`config.mk`:
```
export PLATFORM = sky130hd
export DESIGN_NAME = rtc_bcd_clock
export DESIGN_NICKNAME = d
export VERILOG_FILES = /design/src/rtl/rtc_pkg.sv /design/src/rtl/rtc_prescaler.sv /design/src/rtl/rtc_calendar.sv /design/src/rtl/rtc_read_mux.sv /design/src/rtl/rtc_bcd_clock.sv
export SDC_FILE = /design/constraint.sdc
export NUM_CORES = 1
export LEC_CHECK = 0
export BUFFER_PORTS_ARGS = -buffer_cell sky130_fd_sc_hd__buf_4
export CORE_AREA = 5 5 96 142
export CTS_BUF_LIST = sky130_fd_sc_hd__clkbuf_4 sky130_fd_sc_hd__clkbuf_8
export CTS_CLUSTER_DIAMETER = 200
export CTS_CLUSTER_SIZE = 25
export DETAILED_ROUTE_END_ITERATION = 10
export DIE_AREA = 0 0 101 147
export GPL_TIMING_DRIVEN = 0
export PLACE_DENSITY = 0.71
export SLEW_MARGIN = 20
export SYNTH_ARGS = -nofsm -noshare
export SYNTH_HDL_FRONTEND = slang
export SYNTH_SLANG_ARGS = --single-unit
export TNS_END_PERCENT = 30
```
`constraint.sdc`:
```
create_clock -name clk -period 8.1 [get_ports clk]
set_input_delay 0.405 -clock clk [delete_from_list [all_inputs] [get_ports clk]]
set_output_delay 0.405 -clock clk [all_outputs]
set_load 0.1 [all_outputs]
```
`src/rtl/rtc_pkg.sv`:
```
package rtc_pkg;

  localparam int unsigned REG_CTRL  = 0;
  localparam int unsigned REG_SEC   = 3;
  localparam int unsigned REG_MIN   = 4;
  localparam int unsigned REG_HOUR  = 5;
  localparam int unsigned REG_DATE  = 6;
  localparam int unsigned REG_WDAY  = 7;
  localparam int unsigned REG_MONTH = 8;
  localparam int unsigned REG_YEAR  = 9;

  localparam int CTL_H12  = 3;
  localparam int CTL_SRST = 4;
  localparam int CTL_HALT = 5;

  typedef struct packed {
    logic [6:0] sec;
    logic [6:0] min;
    logic [5:0] hour;   // always 24-hour BCD
    logic [5:0] date;
    logic [2:0] wday;
    logic [4:0] month;
    logic [7:0] year;
  } rtc_time_t;

  localparam rtc_time_t TIME_INIT = '{sec: 7'h00, min: 7'h00, hour: 6'h00,
                                      date: 6'h01, wday: 3'd0, month: 5'h01,
                                      year: 8'h00};

  function automatic logic [7:0] bcd_inc(input logic [7:0] v);
    if (v[3:0] >= 4'd9) return {v[7:4] + 4'd1, 4'd0};
    return v + 8'd1;
  endfunction

  function automatic logic [6:0] bcd_to_bin(input logic [7:0] v);
    return 7'(v[7:4]) * 7'd10 + 7'(v[3:0]);
  endfunction

  function automatic logic [7:0] bin_to_bcd(input logic [6:0] b);
    logic [6:0] t;
    logic [6:0] u;
    t = b / 7'd10;
    u = b - t * 7'd10;
    return {t[3:0], u[3:0]};
  endfunction

  function automatic logic [5:0] month_len(input logic [4:0] m, input logic [7:0] y);
    logic [6:0] yb;
    yb = bcd_to_bin(y);
    case (m)
      5'h02:                      return (yb[1:0] == 2'b00) ? 6'h29 : 6'h28;
      5'h04, 5'h06, 5'h09, 5'h11: return 6'h30;
      default:                    return 6'h31;
    endcase
  endfunction

  function automatic logic [7:0] hour_to_12(input logic [5:0] h24);
    logic [6:0] b;
    logic       pm;
    logic [7:0] d;
    b  = bcd_to_bin({2'b00, h24});
    pm = (b >= 7'd12);
    if (pm) b = b - 7'd12;
    if (b == 7'd0) b = 7'd12;
    d = bin_to_bcd(b);
    return {2'b00, pm, d[4:0]};
  endfunction

  function automatic logic [5:0] hour_from_12(input logic [7:0] v);
    logic [6:0] b;
    logic [7:0] d;
    b = bcd_to_bin({3'b000, v[4:0]});
    if (b == 7'd12) b = 7'd0;
    if (v[5]) b = b + 7'd12;
    d = bin_to_bcd(b);
    return d[5:0];
  endfunction

endpackage

```
`src/rtl/rtc_prescaler.sv`:
```
module rtc_prescaler #(
  parameter int DIV = 32768
) (
  input  logic clk,
  input  logic rst,
  input  logic osc_en,
  input  logic restart,
  input  logic hold,
  output logic sec_tick
);
  localparam int CW = (DIV > 1) ? $clog2(DIV) : 1;
  localparam logic [CW-1:0] LAST = CW'(DIV - 1);

  logic [CW-1:0] cnt;

  always_ff @(posedge clk) begin
    if (rst || restart || hold) begin
      cnt      <= '0;
      sec_tick <= 1'b0;
    end else if (osc_en) begin
      sec_tick <= (cnt == LAST);
      cnt      <= (cnt == LAST) ? '0 : cnt + 1'b1;
    end else begin
      sec_tick <= 1'b0;
    end
  end
endmodule

```
`src/rtl/rtc_calendar.sv`:
```
module rtc_calendar
  import rtc_pkg::*;
#(
  parameter int AW = 5
) (
  input  logic          clk,
  input  logic          rst,
  input  logic          sec_tick,
  input  logic          osc_fail,
  input  logic          wr_en,
  input  logic [AW-1:0] wr_addr,
  input  logic [7:0]    wr_data,
  output rtc_time_t     cur,
  output logic          flag,
  output logic          mode12,
  output logic          halt
);
  localparam logic [AW-1:0] A_CTRL  = AW'(REG_CTRL);
  localparam logic [AW-1:0] A_SEC   = AW'(REG_SEC);
  localparam logic [AW-1:0] A_MIN   = AW'(REG_MIN);
  localparam logic [AW-1:0] A_HOUR  = AW'(REG_HOUR);
  localparam logic [AW-1:0] A_DATE  = AW'(REG_DATE);
  localparam logic [AW-1:0] A_WDAY  = AW'(REG_WDAY);
  localparam logic [AW-1:0] A_MONTH = AW'(REG_MONTH);
  localparam logic [AW-1:0] A_YEAR  = AW'(REG_YEAR);

  rtc_time_t  nxt;
  logic [5:0] last_day;
  logic       soft_rst;
  logic       sec_wr;
  logic [7:0] t8;

  assign soft_rst = wr_en && (wr_addr == A_CTRL) && wr_data[CTL_SRST];
  assign sec_wr   = wr_en && (wr_addr == A_SEC);
  assign last_day = month_len(cur.month, cur.year);

  // one-second advance with the full carry chain
  always_comb begin
    nxt = cur;
    t8  = '0;
    if (cur.sec == 7'h59) begin
      nxt.sec = '0;
      if (cur.min == 7'h59) begin
        nxt.min = '0;
        if (cur.hour == 6'h23) begin
          nxt.hour = '0;
          nxt.wday = (cur.wday >= 3'd6) ? 3'd0 : cur.wday + 3'd1;
          if (cur.date == last_day) begin
            nxt.date = 6'h01;
            if (cur.month == 5'h12) begin
              nxt.month = 5'h01;
              nxt.year  = (cur.year == 8'h99) ? 8'h00 : bcd_inc(cur.year);
            end else begin
              t8        = bcd_inc({3'b000, cur.month});
              nxt.month = t8[4:0];
            end
          end else begin
            t8       = bcd_inc({2'b00, cur.date});
            nxt.date = t8[5:0];
          end
        end else begin
          t8       = bcd_inc({2'b00, cur.hour});
          nxt.hour = t8[5:0];
        end
      end else begin
        t8      = bcd_inc({1'b0, cur.min});
        nxt.min = t8[6:0];
      end
    end else begin
      t8      = bcd_inc({1'b0, cur.sec});
      nxt.sec = t8[6:0];
    end
  end

  always_ff @(posedge clk) begin
    if (rst || soft_rst) begin
      cur    <= TIME_INIT;
      mode12 <= 1'b0;
      halt   <= 1'b0;
    end else if (wr_en) begin
      if      (wr_addr == A_CTRL)  begin mode12 <= wr_data[CTL_H12]; halt <= wr_data[CTL_HALT]; end
      else if (wr_addr == A_SEC)   cur.sec   <= wr_data[6:0];
      else if (wr_addr == A_MIN)   cur.min   <= wr_data[6:0];
      else if (wr_addr == A_HOUR)  cur.hour  <= mode12 ? hour_from_12(wr_data) : wr_data[5:0];
      else if (wr_addr == A_DATE)  cur.date  <= wr_data[5:0];
      else if (wr_addr == A_WDAY)  cur.wday  <= wr_data[2:0];
      else if (wr_addr == A_MONTH) cur.month <= wr_data[4:0];
      else if (wr_addr == A_YEAR)  cur.year  <= wr_data;
      else if (sec_tick)           cur       <= nxt;
    end else if (sec_tick) begin
      cur <= nxt;
    end
  end

  // integrity flag: failure beats everything, then reset, then a seconds write
  always_ff @(posedge clk) begin
    if (rst || osc_fail || soft_rst) flag <= 1'b1;
    else if (sec_wr)                 flag <= wr_data[7];
  end
endmodule

```
`src/rtl/rtc_read_mux.sv`:
```
module rtc_read_mux
  import rtc_pkg::*;
#(
  parameter int AW = 5
) (
  input  logic          clk,
  input  logic          rst,
  input  logic [AW-1:0] rd_addr,
  input  rtc_time_t     cur,
  input  logic          flag,
  input  logic          mode12,
  input  logic          halt,
  output logic [7:0]    rd_data
);
  logic [7:0] sel;

  always_comb begin
    sel = 8'h00;
    case (rd_addr)
      AW'(REG_CTRL):  begin sel[CTL_H12] = mode12; sel[CTL_HALT] = halt; end
      AW'(REG_SEC):   sel = {flag, cur.sec};
      AW'(REG_MIN):   sel = {1'b0, cur.min};
      AW'(REG_HOUR):  sel = mode12 ? hour_to_12(cur.hour) : {2'b00, cur.hour};
      AW'(REG_DATE):  sel = {2'b00, cur.date};
      AW'(REG_WDAY):  sel = {5'b00000, cur.wday};
      AW'(REG_MONTH): sel = {3'b000, cur.month};
      AW'(REG_YEAR):  sel = cur.year;
      default:        sel = 8'h00;
    endcase
  end

  always_ff @(posedge clk) begin
    if (rst) rd_data <= 8'h00;
    else     rd_data <= sel;
  end
endmodule

```
`src/rtl/rtc_bcd_clock.sv`:
```
module rtc_bcd_clock
  import rtc_pkg::*;
#(
  parameter int DIV = 32768,
  parameter int AW  = 5
) (
  input  logic          clk,
  input  logic          rst,
  input  logic          osc_en,
  input  logic          osc_fail,
  input  logic          wr_en,
  input  logic [AW-1:0] wr_addr,
  input  logic [7:0]    wr_data,
  input  logic [AW-1:0] rd_addr,
  output logic [7:0]    rd_data
);
  rtc_time_t  cur;
  logic       sec_tick;
  logic       flag_w;
  logic       mode12_w;
  logic       halt_w;
  logic       restart;
  logic [6:0] sec_w;

  assign restart = wr_en && ((wr_addr == AW'(REG_CTRL)) ||
                   ((wr_addr >= AW'(REG_SEC)) && (wr_addr <= AW'(REG_YEAR))));
  assign sec_w   = cur.sec;

  rtc_prescaler #(.DIV(DIV)) u_pre (
    .clk(clk), .rst(rst), .osc_en(osc_en), .restart(restart),
    .hold(halt_w), .sec_tick(sec_tick)
  );

  rtc_calendar #(.AW(AW)) u_cal (
    .clk(clk), .rst(rst), .sec_tick(sec_tick), .osc_fail(osc_fail),
    .wr_en(wr_en), .wr_addr(wr_addr), .wr_data(wr_data),
    .cur(cur), .flag(flag_w), .mode12(mode12_w), .halt(halt_w)
  );

  rtc_read_mux #(.AW(AW)) u_rd (
    .clk(clk), .rst(rst), .rd_addr(rd_addr), .cur(cur), .flag(flag_w),
    .mode12(mode12_w), .halt(halt_w), .rd_data(rd_data)
  );
endmodule

```
; ---- Word-level counts from Yosys, hierarchy flattened
; Index checks and enable logic that the tools add are counted.
[op_classes]
bitwise = 1
n_addsub = 21
n_div = 2
magnitude_cmp = 10
eq_ne = 55
mul = 5
n_mux = 127
reduce_logical = 25
[op_table]
columns = operator, count
row1 = $mux 42, 13
row2 = $mux 34, 10
row3 = $mux 29, 9
row4 = $mux 7, 27
row5 = $mux 35, 2
row6 = $mux 6, 10
row7 = $mux 28, 2
row8 = $eq 5x3->1 const B, 10
row9 = $reduce_and 7->1, 7
row10 = $mux 8, 6
row11 = $mux 22, 2
row12 = $ne 4x2->1 const B, 11
row13 = $ne 3x2->1 const B, 10
row14 = $mux 1, 27
row15 = $mux 13, 2
row16 = $mux 26, 1
row17 = $eq 5x4->1 const B, 5
row18 = $ge 4x4->1 const B, 6
row19 = $pmux 3 s7, 1
row20 = $mux 20, 1
row21 = $mux 5, 4
row22 = $mux 16, 1
row23 = $add 15x1->15 const B, 1
row24 = $eq 15x15->1 const B, 1
row25 = other kinds (47), 77
[totals]
word_cells = 259
inputBits = 23
ff_bits = 69
output_inout_bits = 8

; ---- Logic depth before layout (Yosys ltp)
[depth]
word_depth = 54
mapped_depth = 40
mapped_depth_nobuf = 40

; ---- Modules after synthesis
; Synthesis repeated with hierarchy kept, for this count alone.
[unflattened]
hier_cells = 853
area_unflattened_um2 = 6461.2
[modules_own_cells]
columns = mod, n_inst, cells_per_inst, seq_area_each_um2, area_per_inst_um2
row1 = rtc_calendar, 1, 544, 900.9, 4012.6
row2 = rtc_read_mux, 1, 225, 160.2, 1694.1
row3 = rtc_prescaler, 1, 80, 320.3, 720.7
row4 = rtc_bcd_clock, 1, 4, 0.0, 33.8

; ---- Least setup slack after synthesis
; OpenSTA, ideal clock, no wires.
[synth_path]
path_type = flip-flop to flip-flop
from = reg u_cal.cur[26] (netlist name)
to = reg u_rd.rd_data[2]
path_stages_with_launch = 37
setup_slack_ps = 819
period_less_slack_ps = 7281
n_path_buf = 0
t_arrival_ps = 7166
setup_ps = 115
t_required_ps = 7985
path_cell_list = dfxtp_1 ha_1 inv_1 fa_1 inv_1 a22o_1 nor3_2 mux2i_1 inv_1 ha_1 inv_1 nand3_1 a221o_1 and2_2 ha_1 a31oi_1 nand2_1 o221ai_4 xor2_4 ha_1 nand2_1 a21boi_0 o21a_1 ha_1 and2b_1 or2b_2 o221a_1 a21oi_2 or2_4 ha_1 inv_1 fa_1 mux2i_1 o21ai_0 a22oi_1 o21ai_0 and2_1
[synth_via]
elab_chain_cells = 13
word_cells_on_any_way = 14
classes_between = add/sub: 3 / mul: 2 / div: 1 / order compare: 1 / mux: 6 / reduce/logical: 1
[synth_lines]
columns = element, line_no
row1 = $mul 2x3->5 (*), rtc_pkg.sv:36  ; return 7'(v[7:4]) * 7'd10 + 7'(v[3:0]);
row2 = $add 6x4->7 (*), rtc_pkg.sv:36
row3 = $sub 7x4->7 / $ge 7x4->1 (equally long branches), "rtc_pkg.sv:63, rtc_pkg.sv:62"
row4 = $mux 7 (*), rtc_pkg.sv:63  ; if (pm) b = b - 7'd12;
row5 = $mux 7 (*), rtc_read_mux.sv:19  ; case (rd_addr)
row6 = $logic_not 7->1, rtc_pkg.sv:64  ; if (b == 7'd0) b = 7'd12;
row7 = $mux 7 (*), rtc_pkg.sv:64
row8 = $mux 7 (*), rtc_read_mux.sv:19
row9 = $div 7x4->7, rtc_pkg.sv:42  ; t = b / 7'd10;
row10 = $mul 7x3->3, rtc_pkg.sv:43  ; u = b - t * 7'd10;
row11 = $sub 4x4->4 (*), rtc_pkg.sv:43
row12 = $mux 6 (*), rtc_read_mux.sv:23  ; AW'(REG_HOUR): sel = mode12 ? hour_to_12(cur.hour) : {2'b00, cur.hour};
row13 = $pmux 3 s7 (*), rtc_read_mux.sv:19
row14 = end signal: assignment, rtc_read_mux.sv:34  ; else rd_data <= sel;
row15 = end: declaration, rtc_read_mux.sv:13  ; output logic [7:0] rd_data
; Every way passes the cells marked *; elsewhere a longest branch is shown, timed or not. The select of a mux whose other input is x is not followed.
; A chain may end at the register's enable or synchronous reset.

; ---- Worst setup path after layout
[layout_path]
from = reg u_cal.cur[26] (netlist name)
to = reg u_rd.rd_data[2]
[layout_via]
elab_chain_cells = 13
word_cells_on_any_way = 14
classes_between = add/sub: 3 / mul: 2 / div: 1 / order compare: 1 / mux: 6 / reduce/logical: 1
[layout_lines]
columns = element, line_no
row1 = $mul 2x3->5 (*), rtc_pkg.sv:36
row2 = $add 6x4->7 (*), rtc_pkg.sv:36
row3 = $sub 7x4->7 / $ge 7x4->1 (equally long branches), "rtc_pkg.sv:63, rtc_pkg.sv:62"
row4 = $mux 7 (*), rtc_pkg.sv:63
row5 = $mux 7 (*), rtc_read_mux.sv:19
row6 = $logic_not 7->1, rtc_pkg.sv:64
row7 = $mux 7 (*), rtc_pkg.sv:64
row8 = $mux 7 (*), rtc_read_mux.sv:19
row9 = $div 7x4->7, rtc_pkg.sv:42
row10 = $mul 7x3->3, rtc_pkg.sv:43
row11 = $sub 4x4->4 (*), rtc_pkg.sv:43
row12 = $mux 6 (*), rtc_read_mux.sv:23
row13 = $pmux 3 s7 (*), rtc_read_mux.sv:19
; Marked as above.

==> summary.md <==
| Metric | Value |
|---|---|
| Status | finished, final reports clean |
| Antenna Nets Post-Route | 0 |
| Clk sink count | 69 |
| DIE AREA | roughly 15000 um^2 |
| Die width | between 100 and 150 um |
| H-tree lvl count | 3 |
| Critical Path Max Stage Delay | between 0.5 and 0.6 ns |
| Area Growth Syn to Fin | 11.8% |
| Post-Syn Area | 6580 um^2 |
| Power density cells | about 130 nW/um^2 |
| Slew HR | a little under 30% |
| Ranking of synthesized cells by area | dfxtp_1 (21%), ha_1 (9.1%), nor2_1 (6.4%) |
| Setup Skew | 0.0112 ns |
| Register area | ~1400 um^2 |
| Register area share after synthesis | 21.0% |
| Synth cell count leaders | nor2_1 (112), nand2_1 (88), o21ai_0 (83) |
| Initial drt markers | 606 |
| Synth area leader | dfxtp_1 |
| Area of the multi-input gates | 4820 um^2 |
| GP Congestion | just over 0.9 |
| Initial antenna violation count | 0 |
| Initial Util | 53.4% |
| Maximum root-to-sink buffer count | 2 |
| Post-synth top area share | 21.0% |
| Height of the die | around 150 um |
| Cts bufs inserted | 9 |
| Clock-pin slew on the worst setup and hold paths | ~0.08 ns |
| Worst min-delay path class | in2reg |
| Post-route setup TNS | 0 ns |
| Mapped Avg Cell Area | 7.35 um^2 |
| Net Count, Synth | a little under 1000 |
| Row Count | 50 |
| Vias in the first global route | roughly 6300 |
| Min Tclk post-route | between 7 and 8 ns |
| # DRC | 0 |
| Crit end category | flop |
| Most common cell in the netlist | nor2_1 |
| Synth unique cells | 95 |
| Max Fclk | approximately 130 MHz |
| CTS tree | done |
| Tcrit/Tclk final | 94.6% |
| WP data required | 8.36 ns |
| Final hold violation count | 0 |
| GRT overflow | 0 |
| Final setup violation count | 0 |
| Setup CP Type | reg2reg |
| Worst-skew pair later-pin latency | around 0.37 ns |
| Peak supply drop | 173 uV |
| IO buf count | 27 |
| Critical path fanouts, max | 7 |
| GRT Total Usage | 25.9% |
| Slew Limit Fails | 0 |
| Post-synth EDFFs | 0 |
| FFs w/ async S/R, synth | 0% |
| Dpl ws | -0.268 ns |
| Largest net degree at the start of global routing | 14 |
| Arrival @ worst endpoint | 7.92 ns |
| Wire per inst | around 17 um |
| Worst slew pin tran | about 1.1 ns |
| Slowest CP cell | fa_2 |
| Number of max-cap violations | 0 |
| Via count | ~6700 |
| Most frequent CP cell | inv_1 |
| Synth Flop Type | dfxtp_1 |
| CORE AREA | between 10000 and 15000 um^2 |
| CTS Root Cell | clkbuf_8 |
| Routed WL | ~19 mm |
| Final HPWL DP | roughly 15 mm |
| Syn. warnings | 0 |
| Ratio of cells with drive above 1 in the final layout | 12.4% |
| Nets | slightly above 1000 |
| CP Launch Type | flop |
| Via-per-instance ratio | between 6 and 7 |
| Ports | 31 |
| Synth Register Bits | between 60 and 70 |
| ANT cells | 0 |
| Final WS setup | around 0.44 ns |
| P_leak | 0.00280 uW |
| Cell count after synthesis | 895 |
| DRT Pass-1 Iters | 8 |
| First-pass GRT wire length | 31.1 mm |
| Fill cell count | 1190 |
logic make-up (layout without fill, tap and decap cells):
logic type	Yosys count	after routing	synth area share (%)
multiplexers	23	23	3.56
flip-flops	69	69	21.0
AO/OA/AOI/OAI	280	280	28.5
buffers and inverters	94	145	6.43
adder cells (fa/ha/maj)	52	52	10.2
XOR/XNOR	29	29	4.43
AND/OR/NAND/NOR	348	348	25.9
worst paths after layout:
path / startpoint / to / slack (ns) / cells after the start
worst max-delay path: u_cal.cur[26] / u_rd.rd_data[2] / 0.44 / 37
worst min-delay path: osc_fail / u_cal.flag / 0.24 / 2
worst max register to register: u_cal.cur[26] / u_rd.rd_data[2] / 0.44 / 37
worst min register to register: u_pre.cnt[14] / u_pre.cnt[14] / 0.50 / 2
worst max-delay path, delay by kind of cell, from the launching register on:
family          cells  cell delay (ns)
fa+ha+maj           8             2.24
compound gates     11             2.12
simple gates       10             1.64
buf+inv             5             0.48
mux                 2             0.44
flops               1             0.41
xor+xnor            1             0.21
registers in the layout, indices dropped and copies added (netlist names):
register and cells:
u_cal.cur 42, u_pre.cnt 15, u_rd.rd_data 8, u_cal.flag 1, u_cal.halt 1, u_cal.mode12 1, u_pre.sec_tick 1
power breakdown:
part           internal [uW]  switching [uW]
clock                    238             149
sequential               343            6.20
combinational           73.8             116
total                    654             271
stage by stage:
stage | hold slack, ns | area [um^2] | power, uW | instances | util [%]
after floorplan | 0.451 | 6580 | 491 | 895 | -
after global placement | 0.470 | 6980 | 540 | 1078 | 56.6
after detailed placement | 0.480 | 6990 | 543 | 1079 | 56.7
after CTS | 0.234 | 7280 | 927 | 1096 | 59.0
after global routing | 0.252 | 7360 | 965 | 1102 | 59.7
final | 0.244 | 7360 | 925 | 1102 | 59.7
layout make-up:
class	count	area share (%)
well taps	156	2.65
inverters	51	2.60
clock buffers	9	1.68
flip-flops and latches	69	18.9
multi-input cells	732	65.5
repair buffers	35	3.54
clock inverters	7	1.99
plain buffers	43	3.20
what timing repair did:
action,in CTS,in global routing
resized for setup,5,11
pin swaps,0,4
hold endpoints to repair,0,0
setup endpoints to repair,1,3
hold buffers,0,0
setup buffers,1,6
per-layer routing:
metal / up-vias / share of wire (%) / track usage (%)
met4: 0 / 5.0 / 13.4
met1: 3154 / 38 / 28.6
met3: 58 / 4.1 / 2.85
li1: 3323 / - / -
met5: - / 0 / 0
met2: 183 / 52 / 47.4
cells in the final DEF (no fill, tap or decap), types with 10 or more instances in the layout:
cell type and count:
nand3_1 32, clkbuf_1 27, and3_1 10, a211oi_1 13, nand4_1 10, a22oi_1 13
inv_1 49, o21ai_0 83, dfxtp_1 67, nand2_1 87, buf_4 34, ha_1 46
mux2i_1 19, a21oi_1 69, a31oi_1 10, nor2_1 112, nor3_1 22, xnor2_1 12
xor2_1 15, clkbuf_8 13
(Power assumes the default switching activity.)
